`config.mk`:
```
export PLATFORM = sky130hd
export DESIGN_NAME = gcm_modulator
export DESIGN_NICKNAME = d
export VERILOG_FILES = /design/src/rtl/gcm_pkg.sv /design/src/rtl/gcm_sine_lut.sv /design/src/rtl/gcm_clamp_scale.sv /design/src/rtl/gcm_modulator.sv
export SDC_FILE = /design/constraint.sdc
export NUM_CORES = 1
export LEC_CHECK = 0
export BUFFER_PORTS_ARGS = -buffer_cell sky130_fd_sc_hd__buf_2
export CAP_MARGIN = 15
export CORE_ASPECT_RATIO = 0.7
export CORE_MARGIN = 1.5
export CORE_UTILIZATION = 51
export DETAILED_ROUTE_END_ITERATION = 7
export PLACE_DENSITY = 0.65
export SYNTH_ARGS = -nofsm -noshare
export SYNTH_HDL_FRONTEND = slang
export SYNTH_SLANG_ARGS = --single-unit
```
`constraint.sdc`:
```
create_clock -name clk -period 32.4 [get_ports clk]
set_clock_uncertainty 0.15 [all_clocks]
set_input_delay 4.86 -clock clk [delete_from_list [all_inputs] [get_ports clk]]
set_output_delay 4.86 -clock clk [all_outputs]
set_load 0.1 [all_outputs]
```
`src/rtl/gcm_pkg.sv`:
```
`timescale 1ns/1ps
package gcm_pkg;

   // magnitude of the quarter-wave entry q, sampled at half-step offsets
   function automatic int quarter_mag(input int q, input int aw, input int amp);
      int half;
      int u;
      int p;
      half = 2 ** aw;
      u    = 2 * q + 1;
      p    = u * (half - u);
      return (amp * 4 * p) / ((5 * half * half) / 4 - p);
   endfunction

   // signed sample for a full-range angle
   function automatic int full_sample(input int ang, input int aw, input int amp);
      int qtr;
      int q;
      int m;
      qtr = 2 ** (aw - 2);
      q   = ang % qtr;
      if (((ang / qtr) % 2) == 1) q = qtr - 1 - q;
      m = quarter_mag(q, aw, amp);
      return ((ang / (2 * qtr)) == 1) ? -m : m;
   endfunction

   // lag of phase k in angle steps, rounded third of a cycle
   function automatic int phase_off(input int k, input int aw);
      return (2 * k * (2 ** aw) + 3) / 6;
   endfunction

   // largest max-minus-min span over one electrical cycle
   function automatic int peak_span(input int aw, input int amp);
      int steps;
      int best;
      int s [3];
      int hi;
      int lo;
      steps = 2 ** aw;
      best  = 0;
      for (int a = 0; a < steps; a++) begin
         for (int k = 0; k < 3; k++)
            s[k] = full_sample((a - phase_off(k, aw) + steps) % steps, aw, amp);
         hi = s[0];
         lo = s[0];
         for (int k = 1; k < 3; k++) begin
            if (s[k] > hi) hi = s[k];
            if (s[k] < lo) lo = s[k];
         end
         if (hi - lo > best) best = hi - lo;
      end
      return best;
   endfunction

endpackage

```
`src/rtl/gcm_sine_lut.sv`:
```
`timescale 1ns/1ps
module gcm_sine_lut #(
   parameter int ANGLE_W = 8,
   parameter int AMP     = 255,
   parameter int MAG_W   = 8
) (
   input  logic [ANGLE_W-1:0]   angle,
   output logic signed [MAG_W:0] sample
);
   localparam int QTR = 2 ** (ANGLE_W - 2);

   logic [MAG_W-1:0] tbl [QTR];

   for (genvar g = 0; g < QTR; g++) begin : g_ent
      localparam int VAL = gcm_pkg::quarter_mag(g, ANGLE_W, AMP);
      assign tbl[g] = MAG_W'(VAL);
   end

   logic [ANGLE_W-3:0] q;
   logic [ANGLE_W-3:0] idx;
   logic signed [MAG_W:0] mag;

   always_comb begin
      q      = angle[ANGLE_W-3:0];
      idx    = angle[ANGLE_W-2] ? ~q : q;
      mag    = $signed({1'b0, tbl[idx]});
      sample = angle[ANGLE_W-1] ? -mag : mag;
   end
endmodule

```
`src/rtl/gcm_clamp_scale.sv`:
```
`timescale 1ns/1ps
module gcm_clamp_scale #(
   parameter int MAG_W = 8,
   parameter int CMD_W = 9,
   parameter int SPAN  = 441
) (
   input  logic signed [MAG_W:0] smp [3],
   input  logic [CMD_W-1:0]      cmd,
   output logic [CMD_W-1:0]      duty [3],
   output logic [2:0]            sector
);
   localparam int FS     = 2 ** (CMD_W - 1);
   localparam int DIFF_W = MAG_W + 2;
   localparam int PROD_W = DIFF_W + CMD_W;

   logic [CMD_W-1:0]         csat;
   logic signed [DIFF_W-1:0] w [3];
   logic signed [DIFF_W-1:0] wmin;
   logic [DIFF_W-1:0]        diff [3];
   logic [PROD_W-1:0]        prod [3];
   logic [PROD_W-1:0]        quo [3];

   always_comb begin
      csat = (cmd > CMD_W'(FS)) ? CMD_W'(FS) : cmd;
      for (int k = 0; k < 3; k++) w[k] = DIFF_W'(smp[k]);
      if (w[0] <= w[1] && w[0] <= w[2]) begin
         sector = 3'b001;
         wmin   = w[0];
      end else if (w[1] <= w[2]) begin
         sector = 3'b010;
         wmin   = w[1];
      end else begin
         sector = 3'b100;
         wmin   = w[2];
      end
      for (int k = 0; k < 3; k++) begin
         diff[k] = $unsigned(w[k] - wmin);
         prod[k] = PROD_W'(diff[k]) * PROD_W'(csat);
         quo[k]  = prod[k] / PROD_W'(SPAN);
         duty[k] = CMD_W'(quo[k]);
      end
   end
endmodule

```
`src/rtl/gcm_modulator.sv`:
```
`timescale 1ns/1ps
module gcm_modulator #(
   parameter int ANGLE_W = 8,
   parameter int CAR_W   = 8,
   parameter int AMP     = 255
) (
   input  logic               clk,
   input  logic               rst_n,
   input  logic [ANGLE_W-1:0] angle,
   input  logic [CAR_W:0]     duty_cmd,
   input  logic [CAR_W-1:0]   carrier,
   output logic [2:0]         hs_en,
   output logic [2:0]         ls_en,
   output logic [2:0]         sector
);
   localparam int CMD_W = CAR_W + 1;
   localparam int MAG_W = $clog2(AMP + 1);
   localparam int SPAN  = gcm_pkg::peak_span(ANGLE_W, AMP);

   if (ANGLE_W < 4 || ANGLE_W > 10) begin : g_bad_angle
      $error("gcm_modulator: ANGLE_W must lie in 4..10");
   end
   if (CAR_W < 2 || CAR_W > 16) begin : g_bad_car
      $error("gcm_modulator: CAR_W must lie in 2..16");
   end
   if (AMP < 3 || AMP > 1023) begin : g_bad_amp
      $error("gcm_modulator: AMP must lie in 3..1023");
   end
   if (SPAN <= 0) begin : g_bad_span
      $error("gcm_modulator: derived span is not positive");
   end

   logic signed [MAG_W:0] smp [3];
   logic [CMD_W-1:0]      duty_n [3];
   logic [2:0]            sector_n;

   for (genvar k = 0; k < 3; k++) begin : g_phase_lut
      localparam int OFF = gcm_pkg::phase_off(k, ANGLE_W);
      logic [ANGLE_W-1:0] ang_k;
      assign ang_k = angle - ANGLE_W'(OFF);
      gcm_sine_lut #(
         .ANGLE_W(ANGLE_W),
         .AMP    (AMP),
         .MAG_W  (MAG_W)
      ) u_lut (
         .angle (ang_k),
         .sample(smp[k])
      );
   end

   gcm_clamp_scale #(
      .MAG_W(MAG_W),
      .CMD_W(CMD_W),
      .SPAN (SPAN)
   ) u_scale (
      .smp   (smp),
      .cmd   (duty_cmd),
      .duty  (duty_n),
      .sector(sector_n)
   );

   logic [CAR_W-1:0] cnt_q;
   logic [CMD_W-1:0] duty_q [3];
   logic [2:0]       sector_q;

   always_ff @(posedge clk) begin
      if (!rst_n) begin
         cnt_q    <= '0;
         sector_q <= 3'b001;
         for (int k = 0; k < 3; k++) duty_q[k] <= '0;
      end else begin
         cnt_q <= carrier;
         if (carrier == '0) begin
            sector_q <= sector_n;
            for (int k = 0; k < 3; k++) duty_q[k] <= duty_n[k];
         end
      end
   end

   for (genvar k = 0; k < 3; k++) begin : g_cmp
      assign hs_en[k] = ({1'b0, cnt_q} < duty_q[k]);
      assign ls_en[k] = ~hs_en[k];
   end

   assign sector = sector_q;
endmodule

```
==> After elaboration in Yosys (flattened, before gate mapping) <==
Memories as Yosys holds them, arrays and structs flattened.
Cells that the tools add are included.
{ "classes": {"add_sub_neg": 8, "mul": 3, "div": 3, "magnitude_cmp": 10, "n_mux": 24, "bitwise": 12, "reduce_logical": 2} }
{ "op_table": {"columns": ["op", "count"], "rows": [
  ["9-bit 2-to-1 mux", 7],
  ["19-bit by 9-bit divider with 19-bit output, second input constant", 3],
  ["10-bit by 9-bit multiplier with 19-bit output", 3],
  ["8-bit 2-to-1 mux", 6],
  ["9-bit by 10-bit subtractor with 10-bit output", 3],
  ["9-bit less-or-equal comparator", 3],
  ["8-bit by 9-bit less-than comparator with 1-bit output", 3],
  ["8-bit negator with 9-bit output", 3],
  ["7-bit greater-or-equal comparator, second input constant", 3],
  ["6-bit inverter with 7-bit output", 3],
  ["10-bit 2-to-1 mux", 2],
  ["6-bit 2-to-1 mux", 3],
  ["6-bit inverter", 3],
  ["9-bit > comparator, second input constant", 1],
  ["8-bit logical NOT", 1],
  ["8-bit by 7-bit subtractor with 8-bit output, second input constant", 1],
  ["8-bit subtractor, second input constant", 1],
  ["3-bit 2-to-1 mux", 2],
  ["1-bit 2-to-1 mux", 4],
  ["1-bit inverter", 3],
  ["1-bit OR", 3],
  ["1-bit logical AND", 1]
]} }
{ "word_totals": {"reg_bits": 11, "mem_bits_rw": 27, "mem_bits_ro": 1536, "input_bits": 27, "mem_count": 4} }
{ "memory_table": {"columns": ["name", "depth", "width", "read_ports", "rd_clocked_by_memory_dff", "wr", "line_no", "rtl"], "rows": [
  ["(no name shown)", 64, 8, 1, 0, 0, "gcm_sine_lut.sv:26", "mag = $signed({1'b0, tbl[idx]});"],
  ["(no name shown)", 64, 8, 1, 0, 0, "gcm_sine_lut.sv:26", null],
  ["(no name shown)", 64, 8, 1, 0, 0, "gcm_sine_lut.sv:26", null],
  ["duty_q", 3, 9, 3, 0, 3, "gcm_modulator.sv:63", "logic [CMD_W-1:0] duty_q [3];"]
]} }

==> Logic depth before layout (Yosys ltp) <==
Gate-level depths: netlist of run 1.
{ "depth": {"word_depth": 16, "ltp_mapped": 105, "mapped_depth_nobuf": 93} }

==> Modules after synthesis <==
A second synthesis of run 1 with hierarchy kept.
{ "hier_totals": {"cells_unflattened": 4037, "hier_area_um2": 29794.8} }
{ "by_module_without_submodules": {"columns": ["mod", "instances", "cells_per_inst", "area_each_um2", "seq_area_each_um2"], "rows": [
  ["gcm_clamp_scale", 1, 3110, 22565.4, 0.0],
  ["gcm_sine_lut (g_phase_lut[1].u_lut ...)", 2, 245, 1702.9, 0.0],
  ["gcm_modulator", 1, 200, 2162.1, 1031.0],
  ["gcm_sine_lut (g_phase_lut[0].u_lut)", 1, 237, 1661.6, 0.0]
]} }

==> Worst setup path after synthesis of run 1 <==
Ideal clock, no wire load.
{ "synth_path": {"path_type": "input-to-reg", "from": "input port angle[4]", "to": "memory duty_q[2][0] (netlist: duty_q[0][18]), data pin", "setup_ps": 266, "t_arrival_ps": 24859, "slack_ps": 7125, "stages": 94, "path_buffers": 11, "cell_sequence": "clkbuf_1 > o21ai_0 > xnor2_1 > xnor2_1 > inv_1 > ha_1 > a211oi_1 > a311o_1 > o21ai_0 > o21ai_0 > ha_1 > nand2_1 > o21ai_0 > xor2_1 > ha_1 > and3_1 > o21ai_0 > o21ai_0 > [... 58 more ...] > o21ai_4 > mux2i_1 > o22a_1 > o21ai_4 > mux2i_2 > nor3_4 > a41oi_4 > mux2i_1 > a31oi_1 > o41ai_2 > a21oi_1 > o31a_1 > buf_6 > nor3_1 > mux2i_1 > o31ai_1 > a221oi_1 > nor2_1"} }
{ "synth_rtl": {"columns": ["element", "line_no", "rtl"], "rows": [
  ["start, declared", "gcm_modulator.sv:9", "input logic [ANGLE_W-1:0] angle,"],
  ["end, declared", "gcm_modulator.sv:63", null]
]} }

==> impl_results.md, run 1 <==
- Outcome: finished, final reports clean
- Hold Slack: 0.355 ns
- Clock root buffer: clkbuf_16
- Max_slew headroom: 22.8%
- Syn Area/Cell: 7.18 um2
- CP max stage delay: 0.74 ns
- Initial Util: 52.0%
- Total GRT Usage: 27.3%
- Reg2reg path depth: 2
- First-pass GRT wire length: 128000 um
- Clk_lat worst skew: 0.28 ns
- Synth Area in Simple Gates: 25.3%
- PortBufs: 35
- Synth warn: 0
- Die height: 197 um
- Vias in the first global route: 24381
- Adder-Cell Fraction of Synth Area: 23.0%
- RSZ-0062 raised after global routing: false
- Detailed-placement wirelength estimate: 61600 um
- Setup violators final: 0
- Max Buffers Root-to-Sink: 2
- Total number of vias: 27653
- DR iter-0 viols: 2786
- Setup TNS: 0 ns
- Layout cells sized above 1: 6.53%
- Largest family of logic cells by synthesized area: compound AO/OA/AOI/OAI gates
- Final Hold Violating Endpoints: 0
- Routability cong.: 1.00
- Multiplexer share of the synthesized area: 2.53%
- Fin crit period: 29.91 ns
- TritonCTS clock tree: built
- Die X-Extent: 280 um
- Reg2Reg Capture Point: sector[0]
- Hold Crit Class: register to register
- Post-Synth XOR/XNOR Area: 8.66%
- CTS Hold Bufs: 0
- Vias per Instance: 6.27
- Drt pass-1 iters: 6
- DIE AREA: 0.0550 mm2
- Net count after synthesis: 4212
- Layout Cells excl Fill: 4409
- CTS sink cnt: 38
- Initial antenna violation count: 2
- Post-CTS setup buffers: 0
- IO Pins: 36
- Setup CP Type: input pin to register
- Cell area after layout: 0.0281 mm2
- Worst Tran Pin Value: 1.15 ns
- Register area share after synthesis: 3.78%
- Reg2Reg Setup Slack: 31.48 ns
- Drt drc: 0
- Nets: 4130
- Largest net degree at the start of global routing: 29
- Slowest CP cell: or4_1
- Setup crit start: angle[1]
- Placed Cells incl. Taps: 4399
- Drt total wl: 77000 um
- H-tree level count: 2
- Reg2reg start: sector[0]
- WL/cell: 17.5 um
- Core Footprint: 0.0526 mm2
- CTS buffer count: 5
- Final period utilization: 92.3%
- Setup crit end: duty_q[0][0]
- Arr. time, crit path: 29.89 ns
- Synth async-reset ratio: 0%
- Site Rows: 70
- CP startpoint kind: input pin
- Compound-Gate Fraction of Synth Area: 30.6%
- Post-route ant nets: 0
- Cells after synthesis: 3805
- Area Overhead vs Synth: 2.85%
- Yosys reg bits: 38
- EDFF count, synth: 27
- Clock slew at reported path FFs: 0.06 ns
- Slew Viols, Final: 0
- GRT overflow: 0
- Synth Flop Type: edfxtp_1
- Placed Area: 0.0279 mm2
- Syn Std Cell Area: 0.0273 mm2
- Worst Path Required: 32.38 ns
- Netlist cell types: 137
- Worst-path fanout max: 22
- F_max: 0.0334 GHz
- Critical Path End Type: register
- Max Cap Violations: 0
==> flip-flops by register name, indices dropped and copies added (netlist names) <==
name / cells
cnt_q: 8
duty_q: 27
sector: 3
==> metrics by stage <==
stage,setup WS (ns),utilization (%)
global route,0.134,53.4
detailed placement,2.33,53.1
CTS,2.54,53.4
floorplan,7.12,-
finish,2.49,53.4
global placement,1.98,53.1
==> layout make-up <==
| class | instances | area, um2 |
|---|---|---|
| Clock inverter | 3 | 16.3 |
| Timing Repair Buffer | 81 | 520 |
| Tap cell | 684 | 856 |
| Inverter | 248 | 931 |
| Fill cell | 5197 | 24500 |
| Clock buffer | 5 | 125 |
| Sequential cell | 38 | 1030 |
| Multi-Input combinational cell | 3349 | 24600 |
| Antenna cell | 1 | 2.50 |
==> cells in the mapped netlist (16+ instances only) <==
| cell | n | area (um2) |
|---|---|---|
| nand2_1 | 345 | 1290 |
| or2_2 | 29 | 181 |
| clkbuf_1 | 118 | 443 |
| a211o_1 | 23 | 201 |
| nand4_1 | 28 | 175 |
| buf_2 | 29 | 145 |
| a31oi_1 | 47 | 294 |
| o21bai_1 | 16 | 120 |
| inv_1 | 243 | 912 |
| o21ai_1 | 18 | 90.1 |
| o211ai_1 | 60 | 450 |
| o2111ai_1 | 18 | 158 |
| o31ai_1 | 24 | 180 |
| a211oi_1 | 60 | 450 |
| a21o_1 | 57 | 428 |
| and3_1 | 27 | 169 |
| edfxtp_1 | 27 | 811 |
| fa_1 | 171 | 3420 |
| nand2b_1 | 74 | 463 |
| ha_1 | 209 | 2620 |
| xnor2_1 | 174 | 1520 |
| nor2_1 | 461 | 1730 |
| nand3_1 | 132 | 661 |
| a221oi_1 | 20 | 175 |
| o22ai_1 | 43 | 269 |
| nor2b_1 | 44 | 275 |
| nor4_1 | 23 | 144 |
| nor3_1 | 103 | 515 |
| maj3_1 | 23 | 230 |
| xor2_1 | 79 | 692 |
| o21a_1 | 42 | 315 |
| o21ai_0 | 219 | 1100 |
| mux2i_1 | 45 | 450 |
| a21oi_1 | 241 | 1210 |
| or3_1 | 32 | 200 |
| and2_1 | 78 | 488 |
==> layer usage <==
layer	global-route usage (%)	part of all wire [%]	routed length, um
met1	45.0	53	40400
met2	38.4	39	30200
met3	2.83	7.2	5520
met4	2.92	1.0	776
met5	0	0	0
==> kinds of logic (layout without fill, tap and decap cells) <==
kind of cell,count (synthesis),count (layout)
other,0,1
XOR/XNOR,261,261
flip-flops,38,38
AND/OR/NAND/NOR,1447,1447
adder cells (fa/ha/maj),403,403
buffers and inverters,418,337
AO/OA/AOI/OAI,1174,1174
multiplexers,64,64
==> cell usage in the layout (no fill, tap or decap), types with 20 or more instances in the layout <==
cell type,instances
a211o_1,23
a211oi_1,60
a21o_1,57
a21oi_1,240
a221oi_1,20
a31oi_1,47
and2_1,78
and3_1,27
buf_2,35
buf_4,46
edfxtp_1,27
fa_1,171
ha_1,209
inv_1,243
maj3_1,23
mux2i_1,45
nand2_1,345
nand2b_1,74
nand3_1,132
nand4_1,28
nor2_1,461
nor2b_1,44
nor3_1,103
nor4_1,23
o211ai_1,60
o21a_1,42
o21ai_0,218
o22ai_1,43
o31ai_1,24
or2_2,29
or3_1,32
xnor2_1,174
xor2_1,79
==> timing repair <==
action	in CTS	in global routing
setup endpoints to repair	0	1
hold endpoints to repair	0	0
resized for setup	0	2
==> worst min path at each step <==
stage	to	cells after the start	startpoint
2_1_floorplan	sector[1]	2	sector[1]
3_3_place_gp	sector[1]	2	sector[1]
3_5_place_dp	sector[1]	2	sector[1]
4_1_cts	sector[1]	2	sector[1]
5_1_grt	sector[1]	2	sector[1]
6_report	sector[1]	2	sector[1]
==> worst max-delay path: cells and delay by family <==
kind | cells | cell delay, ns
multiplexers | 2 | 1.33
AO/OA/AOI/OAI | 38 | 10.23
XOR/XNOR | 5 | 2.19
adder cells (fa/ha/maj) | 14 | 5.53
buffers and inverters | 11 | 1.72
AND/OR/NAND/NOR | 20 | 3.98
Power of run 1 is not shown: default switching activity piles up to over one toggle a cycle in this logic, so the estimate is an artifact.
==> run 2: changes to the inputs <==
--- a/config.mk
+++ b/config.mk
@@ -11,6 +11,7 @@
 export CORE_MARGIN = 1.5
 export CORE_UTILIZATION = 51
 export DETAILED_ROUTE_END_ITERATION = 7
+export GPL_ROUTABILITY_DRIVEN = 0
 export PLACE_DENSITY = 0.65
 export SYNTH_ARGS = -nofsm -noshare
 export SYNTH_HDL_FRONTEND = slang
==> constraint.sdc (replaced) <==
create_clock -name clk -period 32.4 [get_ports clk]
set_clock_uncertainty 0.15 [all_clocks]
set_input_delay 3.24 -clock clk [delete_from_list [all_inputs] [get_ports clk]]
set_output_delay 3.24 -clock clk [all_outputs]
set_load 0.1 [all_outputs]
==> impl_results.md, run 2 (same netlist as run 1, synthesis figures left out) <==
- TritonCTS clock tree: built
- Drt drc: 0
- Worst Path Required: 32.39 ns
- Vias per Instance: 6.33
- H-tree level count: 2
- Reg2reg start: sector[0]
- Clk_lat worst skew: 0.28 ns
- CTS Hold Bufs: 0
- Cell area after layout: 0.0280 mm2
- Die X-Extent: 280 um
- RSZ-0062 raised after global routing: false
- Detailed-placement wirelength estimate: 61900 um
- Post-cts sizing count: 0
- Post-CTS setup buffers: 0
- Most frequent cells in the layout: 461 x nor2_1, 345 x nand2_1, 243 x inv_1
- DR iter-0 viols: 2659
- Die height: 197 um
- F_max: 0.0342 GHz
- Hold Crit Class: register to register
- CP startpoint kind: input pin
- Drt pass-1 iters: 6
- Placed Area: 0.0278 mm2
- CTS sink cnt: 38
- Clock root buffer: clkbuf_16
- Worst-path fanout max: 22
- WL/cell: 17.7 um
- Max reg flops: 27
- Layout cells sized above 1: 6.24%
- CTS buffer count: 5
- Largest net degree at the start of global routing: 29
- DIE AREA: 0.0550 mm2
- Slew Viols, Final: 0
- Outcome: finished, final reports clean
- Max_slew headroom: 22.5%
- Reg2reg path depth: 2
- CP max stage delay: 0.80 ns
- Max Cap Violations: 0
- Layout Cells excl Fill: 4400
- Slowest CP cell: xnor2_1
- Final period utilization: 90.2%
- Reg2Reg Capture Point: sector[0]
- Total GRT Usage: 27.8%
- Clock slew at reported path FFs: 0.06 ns
- GRT overflow: 0
- First-pass GRT wire length: 130000 um
- Max Buffers Root-to-Sink: 2
- Post-route ant nets: 0
- PortBufs: 35
- Setup crit start: angle[1]
- Area Overhead vs Synth: 2.63%
- Arr. time, crit path: 29.22 ns
- Drt total wl: 77900 um
- Setup violators final: 0
- Setup CP Type: input pin to register
- Reg with most FFs: duty_q
- Site Rows: 70
- Worst Tran Pin Value: 1.16 ns
- Total number of vias: 27859
- Setup TNS: 0 ns
- Vias in the first global route: 24818
- Placed Cells incl. Taps: 4389
- IO Pins: 36
- Core Footprint: 0.0526 mm2
- Fin crit period: 29.24 ns
- Commonest non-fill, non-tap cell in the layout: nor2_1
- Final Hold Violating Endpoints: 0
- Critical Path End Type: register
- Nets: 4121
- Hold Slack: 0.325 ns
- Reg2Reg Setup Slack: 31.49 ns
- Setup crit end: duty_q[0][0]
- Initial Util: 52.0%
- Initial antenna violation count: 1
-- run 2: worst min-delay path by stage --
| stage | startpoint | end | slack, ns | depth (start not counted) |
|---|---|---|---|---|
| CTS | sector[1] | sector[1] | 0.33 | 2 |
| global placement | sector[1] | sector[1] | 0.31 | 2 |
| detailed placement | sector[1] | sector[1] | 0.32 | 2 |
| finish | sector[1] | sector[1] | 0.32 | 2 |
| global route | sector[1] | sector[1] | 0.37 | 2 |
| floorplan | sector[1] | sector[1] | 0.74 | 2 |
-- run 2: cell type report --
type / instances / area (um2)
repair buffers: 72 / 453
flip-flops and latches: 38 / 1030
well taps: 684 / 856
clock inverters: 1 / 30.0
fillers: 5123 / 24500
diodes: 1 / 2.50
clock buffers: 7 / 133
inverters: 248 / 931
multi-input cells: 3349 / 24600
-- run 2: per-layer routing --
metal / part of all wire, % / global-route usage [%] / vias to the layer above / routed length [um]
met5: 0 / 0 / - / 0
met4: 1.1 / 3.28 / 0 / 859
met3: 8.5 / 3.30 / 57 / 6650
met2: 39 / 38.8 / 1210 / 30400
met1: 51 / 45.5 / 12926 / 40000
li1: - / - / 13666 / -
-- run 2: worst max-delay path: cells and delay by family --
| family | cells | cell delay, ns |
|---|---|---|
| buf+inv | 11 | 2.02 |
| xor+xnor | 5 | 2.45 |
| simple gates | 20 | 3.45 |
| compound gates | 37 | 10.68 |
| fa+ha+maj | 14 | 5.57 |
| mux | 3 | 1.74 |
-- run 2: stage by stage --
stage          setup slack [ns]  util (%)
5_1_grt                    1.18      53.3
2_1_floorplan              8.74         -
3_5_place_dp               3.62      53.0
6_report                   3.16      53.3
4_1_cts                    3.79      53.3
3_3_place_gp               3.76      53.0
Power of run 2 is left out for the same reason.
